### config.mk
export PLATFORM = sky130hd
export DESIGN_NAME = irq_nest_arbiter
export DESIGN_NICKNAME = d
export VERILOG_FILES = /design/src/rtl/irq_nest_pkg.sv /design/src/rtl/irq_level_map.sv /design/src/rtl/irq_pick.sv /design/src/rtl/irq_svc_stack.sv /design/src/rtl/irq_nest_arbiter.sv
export SDC_FILE = /design/constraint.sdc
export NUM_CORES = 1
export LEC_CHECK = 0
export BUFFER_PORTS_ARGS = -buffer_cell sky130_fd_sc_hd__buf_2
export CAP_MARGIN = 30
export CORE_UTILIZATION = 50
export DETAILED_ROUTE_END_ITERATION = 8
export GPL_TIMING_DRIVEN = 0
export HOLD_SLACK_MARGIN = 0.06
export PLACE_DENSITY = 0.77
export SLEW_MARGIN = 20
export SYNTH_ARGS = -nofsm -noshare
export SYNTH_HDL_FRONTEND = slang
export SYNTH_HIERARCHICAL = 1
export SYNTH_SLANG_ARGS = --single-unit
### constraint.sdc
create_clock -name clk -period 3.82 [get_ports clk]
set_clock_uncertainty 0.2 [all_clocks]
set_input_delay 0.382 -clock clk [delete_from_list [all_inputs] [get_ports clk]]
set_output_delay 0.382 -clock clk [all_outputs]
set_load 0.03 [all_outputs]
### src/rtl/irq_nest_pkg.sv
package irq_nest_pkg;

    localparam int NUM_LVL = 3;

    typedef enum logic [1:0] {
        LVL_L = 2'd0,
        LVL_H = 2'd1,
        LVL_X = 2'd2
    } irq_lvl_e;

    typedef struct packed {
        logic [NUM_LVL-1:0] in_svc;
    } svc_state_t;

    // Vector slots step by 8, with one unused slot skipped after source 4.
    function automatic logic [7:0] slot_addr(input int idx);
        int a;
        a = 3 + 8 * idx + ((idx >= 5) ? 8 : 0);
        return a[7:0];
    endfunction

endpackage

### src/rtl/irq_level_map.sv
module irq_level_map #(
    parameter int NUM_VEC = 9,
    parameter int NUM_TOP = 2
) (
    input  logic [NUM_VEC-1:0]      sel_i,
    output logic [NUM_VEC-1:0][1:0] lvl_o
);
    import irq_nest_pkg::*;

    for (genvar i = 0; i < NUM_VEC; i++) begin : g_src
        if (i < NUM_TOP) begin : g_top
            assign lvl_o[i] = sel_i[i] ? LVL_X : LVL_L;
        end else begin : g_mid
            assign lvl_o[i] = sel_i[i] ? LVL_H : LVL_L;
        end
    end

endmodule

### src/rtl/irq_pick.sv
module irq_pick #(
    parameter int NUM_VEC = 9,
    parameter int ADDR_W  = 8
) (
    input  logic [NUM_VEC-1:0]      req_i,
    input  logic [NUM_VEC-1:0][1:0] lvl_i,
    input  logic [2:0]              in_svc_i,
    output logic                    pend_o,
    output logic [1:0]              grant_lvl_o,
    output logic [ADDR_W-1:0]       vec_o
);
    import irq_nest_pkg::*;

    logic [NUM_LVL-1:0] allowed;
    int                 best_idx;

    always_comb begin
        for (int l = 0; l < NUM_LVL; l++) begin
            allowed[l] = ~|(in_svc_i >> l);
        end
        pend_o      = 1'b0;
        grant_lvl_o = 2'd0;
        best_idx    = 0;
        // Ascending levels, descending sources: the last hit is the highest
        // level and, within it, the lowest source.
        for (int l = 0; l < NUM_LVL; l++) begin
            for (int i = NUM_VEC - 1; i >= 0; i--) begin
                if (req_i[i] && (lvl_i[i] == 2'(l)) && allowed[l]) begin
                    pend_o      = 1'b1;
                    grant_lvl_o = 2'(l);
                    best_idx    = i;
                end
            end
        end
        vec_o = pend_o ? ADDR_W'(slot_addr(best_idx)) : '0;
    end

endmodule

### src/rtl/irq_svc_stack.sv
module irq_svc_stack (
    input  logic       clk,
    input  logic       rst_n,
    input  logic       ack_i,
    input  logic       reti_i,
    input  logic       pend_i,
    input  logic [1:0] grant_lvl_i,
    output logic [2:0] in_svc_o
);
    import irq_nest_pkg::*;

    svc_state_t st_d, st_q;
    logic       found;

    always_comb begin
        st_d  = st_q;
        found = 1'b0;
        if (reti_i) begin
            for (int l = NUM_LVL - 1; l >= 0; l--) begin
                if (!found && st_q.in_svc[l]) begin
                    st_d.in_svc[l] = 1'b0;
                    found          = 1'b1;
                end
            end
        end
        if (ack_i && pend_i) begin
            st_d.in_svc[grant_lvl_i] = 1'b1;
        end
    end

    always_ff @(posedge clk or negedge rst_n) begin
        if (!rst_n) begin
            st_q <= '0;
        end else begin
            st_q <= st_d;
        end
    end

    assign in_svc_o = st_q.in_svc;

endmodule

### src/rtl/irq_nest_arbiter.sv
module irq_nest_arbiter #(
    parameter int NUM_VEC = 9,
    parameter int NUM_TOP = 2,
    parameter int ADDR_W  = 8
) (
    input  logic               clk,
    input  logic               rst_n,
    input  logic [NUM_VEC-1:0] req_i,
    input  logic [NUM_VEC-1:0] lvl_sel_i,
    input  logic               ack_i,
    input  logic               reti_i,
    output logic               irq_pend_o,
    output logic [ADDR_W-1:0]  vec_addr_o
);

    logic [NUM_VEC-1:0][1:0] src_lvl;
    logic [2:0]              in_svc_q;
    logic [1:0]              grant_lvl;

    irq_level_map #(.NUM_VEC(NUM_VEC), .NUM_TOP(NUM_TOP)) u_map (
        .sel_i (lvl_sel_i),
        .lvl_o (src_lvl)
    );

    irq_pick #(.NUM_VEC(NUM_VEC), .ADDR_W(ADDR_W)) u_pick (
        .req_i       (req_i),
        .lvl_i       (src_lvl),
        .in_svc_i    (in_svc_q),
        .pend_o      (irq_pend_o),
        .grant_lvl_o (grant_lvl),
        .vec_o       (vec_addr_o)
    );

    irq_svc_stack u_stack (
        .clk         (clk),
        .rst_n       (rst_n),
        .ack_i       (ack_i),
        .reti_i      (reti_i),
        .pend_i      (irq_pend_o),
        .grant_lvl_i (grant_lvl),
        .in_svc_o    (in_svc_q)
    );

endmodule

Yosys cells after proc, flatten, opt, wreduce, memory -nomap -nowiden. Index checks and enable logic that the tools add are counted.

Bits in registers: 3. Logic and storage cells: 192. Output and inout port bits: 9. Input bits: 22.

Bitwise operators: 1. Equality and inequality tests: 18. Order comparisons: 3. Reductions and logical operators: 74. Muxes and demuxes: 93. $add $sub $neg: 2.

Operators by type and width (number): two-way mux 32 bit (26); logical AND 1 bit (58); two-way mux 1 bit (50); greater-or-equal comparator 32 x 4 -> 1 bit, second input constant (1); two-way mux 2 bit (11); logical NOT 2 bit (9); == test 1 x 2 -> 1 bit, second input constant (7); adder 3 x 8 -> 8 bit, first input constant (1); adder 8 bit (1); two-way mux 4 bit (2); two-way mux 8 bit (1); == test 1 bit, second input constant (7); two-way mux 3 bit (2); logical NOT 1 bit (5); == test 2 x 1 -> 1 bit, second input constant (2); == test 2 bit, second input constant (2); < comparator 2 x 3 -> 1 bit, second input constant (1); OR 3 bit (1); OR reduction 3 bit (1); demux 1 bit (select 2 bit) (1); greater-or-equal comparator 2 x 1 -> 1 bit, second input constant (1); OR reduction 2 bit (1).

Longest topological paths before layout.
Depth after elaboration: 35. Gate-level depth with buffers: 12. Depth with buffers taken out: 11.

Cells and area by module. The synthesis kept the hierarchy.

By module, submodules not included: irq_pick (instances 1, area an instance 797.0 sq um, sequential area each 0.0 sq um, cells an instance 116); irq_svc_stack (instances 1, area an instance 141.4 sq um, sequential area each 75.1 sq um, cells an instance 13); irq_level_map (instances 1, area an instance 138.9 sq um, sequential area each 0.0 sq um, cells an instance 19).

Worst setup path after synthesis. Ideal clock, no wire load.

Kind: reg-to-output. Start point: register u_stack.st_q, in the netlist u_stack/in_svc_o[2]. End point: output vec_addr_o[5]. Cell stages (with the launch flop): 11. Buffers on the path: 0. Data arrival time: 2.657 ns. Path slack: 0.581 ns. Cell sequence: dfrtp_1 -> or2_4 -> nor4_4 -> or3b_1 -> a211o_1 -> a31oi_4 -> a21o_1 -> ha_1 -> ha_1 -> xor2_1 -> and2_1.

Cells in the longest elaborated chain, start to end: 34.

RTL lines: start: declaration (line irq_svc_stack.sv:12) `svc_state_t st_d, st_q;`; start signal: assignment (line irq_svc_stack.sv:35) `st_q <= st_d;`; OR reduction 3 bit (line irq_pick.sv:19) `allowed[l] = ~|(in_svc_i >> l);`; logical NOT 1 bit (line irq_pick.sv:19); logical AND 1 bit (line irq_pick.sv:28) `if (req_i[i] && (lvl_i[i] == 2'(l)) && allowed[l]) begin`; two-way mux 4 bit (line irq_pick.sv:28); two-way mux 32 bit (26 in a row) (line irq_pick.sv:28); greater-or-equal comparator 32 x 4 -> 1 bit (line irq_nest_pkg.sv:18) `a = 3 + 8 * idx + ((idx >= 5) ? 8 : 0);`; two-way mux 4 bit (line irq_nest_pkg.sv:18); adder 8 bit (line irq_nest_pkg.sv:18); two-way mux 8 bit (*) (line irq_pick.sv:35) `vec_o = pend_o ? ADDR_W'(slot_addr(best_idx)) : '0;`; end: declaration (line irq_nest_arbiter.sv:13) `output logic [ADDR_W-1:0] vec_addr_o`.

Every way passes the cells marked *; elsewhere a longest branch is shown, timed or not.

Final worst setup path. Same ends and word-level chain as after synthesis.

==> run metrics <==
clock root cell clkbuf_4; Cell Count, Final, Fillers Out about 210; most common cell after layout, fill and taps aside buf_4; worst-skew pair later-pin latency ~220 ps; Final nets approximately 210; most frequent cells in the layout buf_4 (22), buf_2 (20), a21oi_1 (14); largest net degree at the start of global routing 11; CP max FO 8; Worst EP arrival ~3100 ps; H-tree depth 1; Final Routed Wirelength approximately 2.6 mm; DR WL/cell 12.42 um; Post-Syn Instances 148; total CTS buffers 3; status completed; DRT antenna net count 0; CP max stage cell dfrtp_2; # rows 16; simple-gate share of the synthesized area 0.4774; CP cell instances or2_4 -> nor4_4 -> or3b_1 -> a211o_1 -> a31oi_4 -> a21o_1 -> ha_1 -> ha_1 -> xor2_1 -> and2_1 -> buf_2; Tightest Hold Check Type input pin to flip-flop; gpl congestion about 0.9; vias around 1200; mux cell area share after synthesis 0; largest family of logic cells by synthesized area simple AND/OR/NAND/NOR gates; Ant. Diodes 0; IO buf count 19; Place WS 332.9 ps; first-pass GRT wire length 4.312 mm; EDFF count, synth 0; final period utilization 0.9574; nature of the critical path startpoint flip-flop; crit path buf inv count 1; max-cap viol count 0; RSZ-0062 raised after global routing false; GR Overflow Total 0; Die X-Extent between 40 and 50 um; top post-synthesis cells by area buf_4 (15%), nor4bb_1 (7.4%), dfrtp_1 (7.0%); Avg Inst Size Synth a little over 7 sq um; share of layout cells above drive strength 1 0.3204; WL met1 about 1.1 mm; CTS Sinks 3; area of the core approximately 2000 sq um; YS warnings 6; I/O pins 31; Synth Area in XOR/XNOR 0.008130; DP Cell Count between 200 and 250; max-slew violations 0; Total GRT Usage 0.2302; setup TNS 0 ps; post-DP HPWL 2.185 mm; FMAX between 0.2 and 0.3 GHz; max reg flops 3; Tmin final around 3700 ps; CTS tree built; clock input transition at the sequential cells of the worst setup and hold paths approximately 30 ps; cell mode on critical path ha_1; Starting Density 0.5381; CP top delay family simple AND/OR/NAND/NOR gates; Area Growth Syn to Fin 18.70%; Leakage approximately 0.58 nW; metal2 WL between 1 and 1.5 mm; Final setup viols 0; initial antenna violation count 0; post-synthesis cell area around 1100 sq um; vias in the first global route 1027; Critical Path Sink Type output port; Slew Limit Headroom 0.3717; drc violations 0; met3 routed WL approximately 180 um; Worst-Margin Slew just over 900 ps; Adder-Cell Fraction of Synth Area 0.02323; Iter 0 DRT Violations just over 50; post-synthesis compound-gate area fraction 0.2323; Req. time, crit path around 3200 ps; register area share after synthesis 0.06969; maximum vdd ir drop approximately 0.41 mV; drt via density ~5.7; Pwr Density roughly 520 nW/um^2; Final Hold Viols 0; Synth Flop Type dfrtp_1; class of the most critical setup path flip-flop to output port; Max stage delay on crit path ~440 ps; fin util 0.6388; CTS Buffer Depth 2; Detailed Routing Iterations Pass 1 4; Post-synth ARST share 1.000; Die Y-Extent 48.42 um; DR top layer met3; #FFs+latches synth 3; final worst-path setup slack 162.7 ps; die area approximately 2300 sq um; Yosys cell types between 40 and 50; area leader, netlist buf_4; Yosys top cell area share 0.1533
[synthesized netlist by cell type, types with 4 or more instances]
master / instances
a21oi_1: 14
and2_1: 4
buf_4: 22
inv_1: 6
nand2_1: 6
nand3b_1: 6
nor2_1: 11
nor3_1: 5
nor3b_1: 6
nor4bb_1: 8
o21ai_0: 4
or3b_2: 5
[per-layer routing]
| layer | vias to the layer above | GRT usage |
|---|---|---|
| met5 | - | 0 |
| met4 | 0 | 0.05392 |
| met3 | 0 | 0.01887 |
| met2 | 49 | 0.4038 |
| met1 | 545 | 0.3046 |
| li1 | 589 | - |
[repair_timing]
action,CTS,global route
endpoints found under the setup margin,0,1
buffers inserted,0,0
hold endpoints to repair,3,0
hold buffers,1,0
resized for setup,0,3
[final timing paths]
| check | to | slack (ps) | depth (start not counted) | start |
|---|---|---|---|---|
| setup / recovery | vec_addr_o[5] | 160 | 11 | u_stack/in_svc_o[2] |
| setup reg to reg | u_stack/in_svc_o[2] | 1320 | 8 | u_stack/in_svc_o[2] |
| min in group asynchronous | u_stack/in_svc_o[0] | 280 | 2 | rst_n |
| max in group asynchronous | u_stack/in_svc_o[2] | 3030 | 2 | rst_n |
| hold reg to reg | u_stack/in_svc_o[0] | 420 | 2 | u_stack/in_svc_o[0] |
| hold / removal | u_stack/in_svc_o[2] | 190 | 2 | reti_i |
[power by group]
group / switching, mW / internal, mW
clock network: 0.0138 / 0.0390
registers: 0.0250 / 0.0474
logic: 0.320 / 0.221
total: 0.358 / 0.308
[through the flow]
stage | total power, mW | hold WS [ps] | area (sq um)
floorplan | 0.4884 | -113.6 | 1111
global placement | 0.5795 | -25.40 | 1240
detailed placement | 0.5977 | -22.85 | 1240
CTS | 0.6545 | 188.5 | 1276
global route | 0.7226 | 207.5 | 1279
finish | 0.6662 | 188.5 | 1279
[cell families (layout without fill, tap and decap cells)]
group,count (synthesis),in the layout
AND/OR/NAND/NOR,73,73
AO/OA/AOI/OAI,37,37
buffers and inverters,30,54
flip-flops,3,3
adder cells (fa/ha/maj),2,2
other,2,11
XOR/XNOR,1,1
[final cells by class]
type | count | area (sq um)
Buffer | 24 | 175.2
Inverter | 6 | 22.52
Fill cell | 205 | 723.2
Tap cell | 27 | 33.78
Sequential cell | 3 | 76.32
Clock buffer | 4 | 26.28
Multi-Input combinational cell | 124 | 839.6
Timing Repair Buffer | 20 | 105.1
[worst register-to-register path: stages (launching register included)]
cell and delay (ps):
dfrtp_2 440, buf_2 200, nor4bb_1 450, nor2b_1 160
nand4_1 230, nor3_1 90, nand3_1 190, nand2_1 140
o32ai_1 290
Note: power is estimated with default switching activity, not from simulation.
